$ cat config.mk
export PLATFORM = sky130hd
export DESIGN_NAME = rvsub_decoder
export DESIGN_NICKNAME = d
export VERILOG_FILES = /design/src/rtl/rvsub_pkg.sv /design/src/rtl/rvsub_matcher.sv /design/src/rtl/rvsub_fields.sv /design/src/rtl/rvsub_outstage.sv /design/src/rtl/rvsub_decoder.sv
export SDC_FILE = /design/constraint.sdc
export NUM_CORES = 1
export LEC_CHECK = 0
export BUFFER_PORTS_ARGS = -buffer_cell sky130_fd_sc_hd__buf_2
export CAP_MARGIN = 10
export CORE_MARGIN = 2
export CORE_UTILIZATION = 39
export DETAILED_ROUTE_END_ITERATION = 6
export PLACE_DENSITY_LB_ADDON = 0.1
export REMOVE_ABC_BUFFERS = 1
export SLEW_MARGIN = 0
export SYNTH_ARGS = -nofsm -noshare
export SYNTH_HDL_FRONTEND = slang
export SYNTH_SLANG_ARGS = --single-unit
$ cat constraint.sdc
create_clock -name clk -period 1 [get_ports clk]
set_clock_uncertainty 0.1 [all_clocks]
set_input_delay 0.05 -clock clk [delete_from_list [all_inputs] [get_ports clk]]
set_output_delay 0.05 -clock clk [all_outputs]
set_load 0.05 [all_outputs]
$ cat src/rtl/rvsub_pkg.sv
// Package: shared constants, the field bundle and the per-format bit patterns.
// Assumes 32-bit instruction words and exactly three recognised formats.
package rvsub_pkg;
    localparam int ILEN    = 32;
    localparam int REGW    = 5;
    localparam int IMMW    = 12;
    localparam int NFMT    = 3;
    localparam int OPW     = 7;
    localparam int PAYW    = ILEN - OPW;

    // Match vector positions
    localparam int FMT_ADD  = 0;
    localparam int FMT_ADDI = 1;
    localparam int FMT_SW   = 2;

    typedef struct packed {
        logic [REGW-1:0] rd;
        logic [REGW-1:0] rs1;
        logic [REGW-1:0] rs2;
        logic [IMMW-1:0] imm;
    } fields_t;

    // Bits that must hold a fixed value for format idx
    function automatic logic [ILEN-1:0] fmt_mask(input int idx);
        case (idx)
            FMT_ADD: fmt_mask = 32'hFE00_707F;
            default: fmt_mask = 32'h0000_707F;
        endcase
    endfunction

    // The fixed value under fmt_mask for format idx
    function automatic logic [ILEN-1:0] fmt_value(input int idx);
        case (idx)
            FMT_ADD:  fmt_value = 32'h0000_0033;
            FMT_ADDI: fmt_value = 32'h0000_0013;
            default:  fmt_value = 32'h0000_2023;
        endcase
    endfunction
endpackage

$ cat src/rtl/rvsub_matcher.sv
// Matcher: compares the word against each format's fixed-bit pattern, one
// comparator per format. Assumes the patterns in the package are mutually
// exclusive, which makes the hit vector one-hot or zero.
module rvsub_matcher
    import rvsub_pkg::*;
(
    input  logic [ILEN-1:0] instr,
    output logic [NFMT-1:0] hit,
    output logic            illegal
);
    genvar g;
    generate
        for (g = 0; g < NFMT; g++) begin : g_fmt
            // Masked compare of one format's fixed bits
            assign hit[g] = ((instr & fmt_mask(g)) == fmt_value(g));
        end
    endgenerate

    // No format matched
    assign illegal = ~|hit;

    // Checks that the patterns are exclusive
    always_comb begin
        assert_hit_onehot_R4: assert ($onehot0(hit) || $isunknown(instr));
    end
endmodule

$ cat src/rtl/rvsub_fields.sv
// Field extractor: picks rd/rs1/rs2/imm from the word above the opcode for
// the single matched format, rebuilding the split store immediate.
// Assumes hit is one-hot or zero; unused fields are forced to zero.
module rvsub_fields
    import rvsub_pkg::*;
(
    input  logic [PAYW-1:0] payload,   // instruction bits [31:7]
    input  logic [NFMT-1:0] hit,
    output fields_t         f
);
    // Word bit b sits at payload index b-OPW
    localparam int RD_LO  = 7  - OPW;
    localparam int RS1_LO = 15 - OPW;
    localparam int RS2_LO = 20 - OPW;
    localparam int IHI_LO = 25 - OPW;   // upper store imm part / add funct7
    localparam int IMM_LO = 20 - OPW;   // add-immediate imm

    logic [REGW-1:0] w_rd, w_rs1, w_rs2;
    logic [IMMW-1:0] w_imm_i, w_imm_s;

    // Raw slices common to several formats
    always_comb begin
        w_rd    = payload[RD_LO  +: REGW];
        w_rs1   = payload[RS1_LO +: REGW];
        w_rs2   = payload[RS2_LO +: REGW];
        w_imm_i = payload[IMM_LO +: IMMW];
        w_imm_s = {payload[IHI_LO +: (IMMW-REGW)], payload[RD_LO +: REGW]};
    end

    // Route the slices of the matched format, zero otherwise
    always_comb begin
        f = '0;
        if (hit[FMT_ADD]) begin
            f.rd  = w_rd;
            f.rs1 = w_rs1;
            f.rs2 = w_rs2;
        end else if (hit[FMT_ADDI]) begin
            f.rd  = w_rd;
            f.rs1 = w_rs1;
            f.imm = w_imm_i;
        end else if (hit[FMT_SW]) begin
            f.rs1 = w_rs1;
            f.rs2 = w_rs2;
            f.imm = w_imm_s;
        end
    end
endmodule

$ cat src/rtl/rvsub_outstage.sv
// Output stage: REG_OUT=1 registers the decode behind in_valid (hold when
// idle, synchronous active-low reset); REG_OUT=0 passes it straight through.
module rvsub_outstage
    import rvsub_pkg::*;
#(
    parameter bit REG_OUT = 1'b1
) (
    input  logic            clk,
    input  logic            rst_n,
    input  logic            in_valid,
    input  logic [NFMT-1:0] hit,
    input  logic            illegal,
    input  fields_t         f,
    output logic            out_valid,
    output logic [NFMT-1:0] out_hit,
    output logic            out_illegal,
    output fields_t         out_f
);
    generate
        if (REG_OUT) begin : g_reg
            logic            q_valid;
            logic [NFMT-1:0] q_hit;
            logic            q_ill;
            fields_t         q_f;
            logic            armed;

            // Capture the decode when a word is presented
            always_ff @(posedge clk) begin
                if (!rst_n) begin
                    q_valid <= 1'b0;
                    q_hit   <= '0;
                    q_ill   <= 1'b0;
                    q_f     <= '0;
                end else begin
                    q_valid <= in_valid;
                    if (in_valid) begin
                        q_hit <= hit;
                        q_ill <= illegal;
                        q_f   <= f;
                    end
                end
            end

            // Marks that one full cycle out of reset has passed
            always_ff @(posedge clk) begin
                if (!rst_n) armed <= 1'b0;
                else        armed <= 1'b1;
            end

            assign out_valid   = q_valid;
            assign out_hit     = q_hit;
            assign out_illegal = q_ill;
            assign out_f       = q_f;

            assert_valid_delay_R8: assert property (@(posedge clk) disable iff (!rst_n)
                armed |-> (out_valid == $past(in_valid)));
            assert_idle_hold_R8: assert property (@(posedge clk) disable iff (!rst_n)
                (armed && !$past(in_valid)) |-> ($stable(out_f) && $stable(out_hit) && $stable(out_illegal)));
        end else begin : g_comb
            assign out_valid   = in_valid;
            assign out_hit     = hit;
            assign out_illegal = illegal;
            assign out_f       = f;
        end
    endgenerate
endmodule

$ cat src/rtl/rvsub_decoder.sv
// Top: three-format instruction decoder. Matcher and field extractor are
// combinational; rvsub_outstage adds an optional register stage.
// Assumes in_instr is stable while in_valid is sampled.
module rvsub_decoder
    import rvsub_pkg::*;
#(
    parameter bit REG_OUT = 1'b1
) (
    input  logic        clk,
    input  logic        rst_n,
    input  logic        in_valid,
    input  logic [31:0] in_instr,
    output logic        out_valid,
    output logic [2:0]  out_match,
    output logic        out_illegal,
    output logic [4:0]  out_rd,
    output logic [4:0]  out_rs1,
    output logic [4:0]  out_rs2,
    output logic [11:0] out_imm
);
    logic [NFMT-1:0] hit;
    logic            illegal;
    fields_t         fld;
    fields_t         o_f;

    rvsub_matcher u_match (
        .instr   (in_instr),
        .hit     (hit),
        .illegal (illegal)
    );

    rvsub_fields u_fields (
        .payload (in_instr[ILEN-1:OPW]),
        .hit     (hit),
        .f       (fld)
    );

    rvsub_outstage #(.REG_OUT(REG_OUT)) u_out (
        .clk         (clk),
        .rst_n       (rst_n),
        .in_valid    (in_valid),
        .hit         (hit),
        .illegal     (illegal),
        .f           (fld),
        .out_valid   (out_valid),
        .out_hit     (out_match),
        .out_illegal (out_illegal),
        .out_f       (o_f)
    );

    // Unpack the field bundle onto the ports
    always_comb begin
        out_rd  = o_f.rd;
        out_rs1 = o_f.rs1;
        out_rs2 = o_f.rs2;
        out_imm = o_f.imm;
    end

    assert_match_onehot_R4: assert property (@(posedge clk) disable iff (!rst_n)
        $onehot0(out_match));
    assert_illegal_zero_R5: assert property (@(posedge clk) disable iff (!rst_n)
        out_illegal |-> (out_match == '0 && out_rd == '0 && out_rs1 == '0 && out_rs2 == '0 && out_imm == '0));
    assert_add_no_imm_R6: assert property (@(posedge clk) disable iff (!rst_n)
        out_match[FMT_ADD] |-> (out_imm == '0));
    assert_addi_no_rs2_R6: assert property (@(posedge clk) disable iff (!rst_n)
        out_match[FMT_ADDI] |-> (out_rs2 == '0));
    assert_sw_no_rd_R6: assert property (@(posedge clk) disable iff (!rst_n)
        out_match[FMT_SW] |-> (out_rd == '0));
endmodule

## Word-level counts from Yosys, hierarchy flattened

Index checks and enable logic that the tools add are counted.

- Logic and storage cells: 19
- Output and inout bits: 32
- Input bits: 35
- Register bits: 32

- Reductions and logical operators: 2
- Multiplexer cells: 7
- Eq/ne operators: 3

Operators by type and width:

| kind | count |
|---|---|
| 12-bit 2-to-1 mux | 2 |
| 22-bit 2-to-1 mux | 1 |
| 17-bit by 6-bit == test with 1-bit output (second input constant) | 1 |
| 15-bit 2-to-1 mux | 1 |
| 5-bit 2-to-1 mux | 3 |
| 10-bit by 5-bit == test with 1-bit output (second input constant) | 1 |
| 10-bit by 9-bit == test with 1-bit output (second input constant) | 1 |
| 3-bit OR reduction | 1 |
| 1-bit logical NOT | 1 |

## Logic depth before layout (Yosys ltp)

- Depth after elaboration: 4
- Mapped depth: 5
- Gate-level depth less buffers: 5

## Cells and area by module

From an unflattened synthesis, not the netlist that was laid out.

- Cell total of the unflattened synthesis: 161
- Area total of the unflattened synthesis: 1,624.1 µm²

By module, submodules not included:

| module | area an instance (µm²) | times used | sequential area each (µm²) | cells each |
|---|---|---|---|---|
| rvsub_outstage | 1,233.7 | 1 | 640.6 | 102 |
| rvsub_fields | 297.8 | 1 | 0.0 | 45 |
| rvsub_matcher | 92.6 | 1 | 0.0 | 14 |

## Worst setup path after synthesis

Ideal clock, no wire load.

- Kind: register to register
- Start: register u_out.out_hit[0] (netlist name)
- End: register u_out.g_reg.q_hit[0] (netlist: u_out.out_hit[0])
- Path slack: -0.056 ns
- Library setup time: 0.058 ns
- Stages on the path, launching flop included: 3
- Clock period less this slack: 1.056 ns
- Path buffers: 0
- Data arrival time: 0.898 ns
- Required time: 0.842 ns
- Path through: dfxtp_1 -> nor2b_1 -> o21a_1

RTL lines:

| item | line | RTL |
|---|---|---|
| end signal, assigned | rvsub_outstage.sv:37 | `q_hit <= hit;` |
| end, declared | rvsub_outstage.sv:22 | `logic [NFMT-1:0] q_hit;` |

## Final worst setup path

- Start: register u_out.g_reg.q_f, in the netlist u_out.out_f[7]
- End: output port out_imm[7]

RTL lines:

| item | line | RTL |
|---|---|---|
| start, declared | rvsub_outstage.sv:24 | `fields_t q_f;` |
| start signal, assigned | rvsub_outstage.sv:33 | `q_f <= '0;` |
| start signal, assigned | rvsub_outstage.sv:39 | `q_f <= f;` |
| end, declared | rvsub_decoder.sv:19 | `output logic [11:0] out_imm` |

No word-level cell between the ends.

==> out/results.tsv <==
metric	value	unit
IO Pins	67	
Worst path top cell family by delay	flip-flops	
Pwr Density	1001	nW/um2
cell leakage power	1.010	nW
Worst Path Max Fanout	2	
cell-by-cell listing of the critical path	buf_8	
EDFF count, synth	0	
Yosys warning total	0	
Clock Latency Late Sink	0.33	ns
cells on worst reg2reg path	2	
final hold violation count	0	
Post-Synthesis Cell Area	1254	um2
clk buf depth	2	
highest cell delay on the worst timing path	0.36	ns
main flop type after synthesis	sky130_fd_sc_hd__dfxtp_1	
routed len/inst	13.84	um
Clock Sinks	32	
Worst-Margin Slew	0.5989	ns
required time at the endpoint of the critical path	0.85	ns
buffer type at the clock tree root	sky130_fd_sc_hd__clkbuf_4	
std cell rows	20	
total number of H-tree levels	2	
vias in the first global route	1252	
setup violation total in the final timing report	0	
CP max stage cell	sky130_fd_sc_hd__dfxtp_2	
hold wc startpoint	rst_n	
share of post-route cells with drive strength above 1	60.75	%
fraction of the cycle the final worst path needs	98.46	%
share of flip-flops with an asynchronous set or reset after synthesis	0	%
area of the placeable core	3053	um2
slew margin rel.	59.99	%
WL final	3571	um
total half-perimeter wirelength after legalization and detailed placement	2218	um
startpoint types	register	
register-to-register setup slack	0.12	ns
antenna diode count	0	
unrepaired setup endpoints after global routing	true	
Clock transition at path regs	0.09	ns
share of the yosys chip area belonging to registers	51.10	%
buffer and inverter count on the worst path	1	
Post-DRT Antenna Nets	0	
final period demand of the worst path	0.9846	ns
FF-to-FF Start	u_out.out_f[10]$_SDFFE_PN0P_	
net count of the finished layout	248	
number of standard cells after synthesis	108	
maximum number of pins on one net before global-route repair	28	
Reg-to-Reg End	u_out.out_f[10]$_SDFFE_PN0P_	
die footprint	3684	um2
Fmax	1016	MHz
routed via count	1268	
effective utilization at floorplan	41.07	%
total of buffers placed on input and output ports	66	
die height	60.70	um
DRC	0	
antenna violations before repair	0	
FILL cells	212	
cell depth of the worst hold path	4	
average footprint of a synthesized cell	11.61	um2
Overflow after GRT	0	
max-capacitance violation count	0	
post-layout util	77.13	%
RePlAce Congestion	0.7515	
Detailed Route Iter0 Violations	43	
maximum vdd ir drop	0.8562	mV
clock tree from TritonCTS	yes	
Area growth, synth to finish	87.82	%
status	finished clean	
number of CTS-inserted buffers	5	
library cells used by synthesis	29	
first-pass GRT wire length	5430	um
type of the setup path with the least slack	register to output port	
Arrival @ worst endpoint	0.83	ns
type of the tightest min-delay check	primary input to register	
GRT Util Overall	20.30	%
overall die width	60.70	um
Seq cells post-synth	32	
Fin Setup TNS	0	ns
number of iterations in the first detailed-routing pass	4	
total count of max-transition violations in the final report	0	
type of destination of the critical path	output port	
Worst Hold Path EP	u_out.out_illegal$_SDFFE_PN0P_	
Vias per Instance	4.915	
synthesized netlist by cell type, types with 2 or more instances:
cell / count / area share, %
sky130_fd_sc_hd__a21boi_1: 2 / 1.2
sky130_fd_sc_hd__a22o_1: 22 / 15
sky130_fd_sc_hd__a22oi_1: 5 / 3.0
sky130_fd_sc_hd__a31oi_1: 3 / 1.5
sky130_fd_sc_hd__buf_2: 4 / 1.6
sky130_fd_sc_hd__dfxtp_1: 32 / 51
sky130_fd_sc_hd__nand2_1: 8 / 2.4
sky130_fd_sc_hd__nand3_1: 3 / 1.2
sky130_fd_sc_hd__nor2_4: 3 / 2.7
sky130_fd_sc_hd__nor2b_1: 3 / 1.5
sky130_fd_sc_hd__o31ai_1: 5 / 3.0
sequential cells by signal, summed over array words and instances (netlist names):
register,cells
u_out.out_f,27
u_out.out_hit,3
u_out.out_illegal,1
u_out.out_valid,1
worst max-delay path by stage:
stage / startpoint / endpoint / slack [ns] / cells past startpoint
2_1_floorplan: rst_n / u_out.out_f[10]$_SDFFE_PN0P_ / -0.41 / 2
3_3_place_gp: rst_n / u_out.out_f[7]$_SDFFE_PN0P_ / -0.39 / 3
3_5_place_dp: in_valid / u_out.out_f[26]$_SDFFE_PN0P_ / -0.43 / 3
4_1_cts: u_out.out_hit[1]$_SDFFE_PN0P_ / out_match[1] / 0.0007 / 1
5_1_grt: u_out.out_f[7]$_SDFFE_PN0P_ / out_imm[7] / -0.02 / 1
6_report: u_out.out_f[7]$_SDFFE_PN0P_ / out_imm[7] / 0.02 / 1
per-layer routing:
layer | track usage [%] | wire length, um | share of wire [%] | vias to the layer above
met2 | 36.25 | 1955 | 55 | 47
met5 | 0 | 0 | 0 | -
li1 | - | - | - | 624
met3 | 7.249 | 225 | 6.3 | 4
met4 | 6.832 | 59 | 1.7 | 0
met1 | 22.27 | 1331 | 37 | 593
logic make-up after synthesis:
group	Yosys count	synth area share, %
AO/OA/AOI/OAI	40	26.35
buffers and inverters	6	2.595
flip-flops	32	51.10
AND/OR/NAND/NOR	30	19.96
worst min-delay path, cell delays in order:
cell                      delay [ns]
sky130_fd_sc_hd__buf_2          0.11
sky130_fd_sc_hd__buf_4          0.15
sky130_fd_sc_hd__o21ai_0        0.07
sky130_fd_sc_hd__a31oi_1        0.04
stage by stage:
step	total power, W	setup slack (ns)	hold slack (ns)	area [um2]	instances
final	0.002357	0.01543	0.03041	2355	258
after global routing	0.002457	-0.02073	0.03692	2355	258
after CTS	0.002361	0.0006903	0.005371	2227	255
after detailed placement	0.001545	-0.4343	0.1664	1689	223
after global placement	0.001541	-0.3904	0.1581	1689	223
after floorplan	0.001404	-0.4069	0.05021	1234	104
cell type report:
type / instances / area [um2] / area share (%)
Tap cell: 44 / 55.05 / 2.338
Inverter: 2 / 12.51 / 0.5313
Multi-Input combinational cell: 70 / 593.1 / 25.19
Clock buffer: 8 / 58.81 / 2.497
Timing Repair Buffer: 102 / 954.7 / 40.54
Sequential cell: 32 / 680.7 / 28.91
cell usage in the layout, fill, tap and decap left out, drive strengths merged:
cell | netlist | layout
nor2 | 5 | 5
o21a | 1 | 1
buf | 4 | 78
and2 | 1 | 1
dfxtp | 32 | 32
a21boi | 2 | 2
nor4b | 1 | 1
nand2 | 9 | 9
a22oi | 5 | 5
dlygate4sd3 | 0 | 24
o21ai | 1 | 1
clkbuf | 0 | 8
a31oi | 3 | 3
and3b | 1 | 1
a22o | 22 | 22
inv | 1 | 1
clkinv | 1 | 1
nand3 | 4 | 4
a21oi | 1 | 1
nor2b | 3 | 3
nor3 | 2 | 2
o31ai | 5 | 5
nor4 | 1 | 1
and3 | 1 | 1
nor3b | 1 | 1
nand4 | 1 | 1
report_power, final:
part	total, W	switching, W	internal (W)
clock network	0.000750	0.000404	0.000347
registers	0.00128	0.00000393	0.00128
logic	0.000324	0.000151	0.000173
total	0.00236	0.000559	0.00180
what timing repair did:
| item | 4_1_cts | 5_1_grt |
|---|---|---|
| hold buffers | 24 | 0 |
| resized for setup | 94 | 29 |
| buffers inserted | 0 | 3 |
| hold endpoints to repair | 27 | 0 |
| endpoints found under the setup margin | 59 | 35 |
| pin swaps | 0 | 1 |
(Power assumes the default switching activity.)
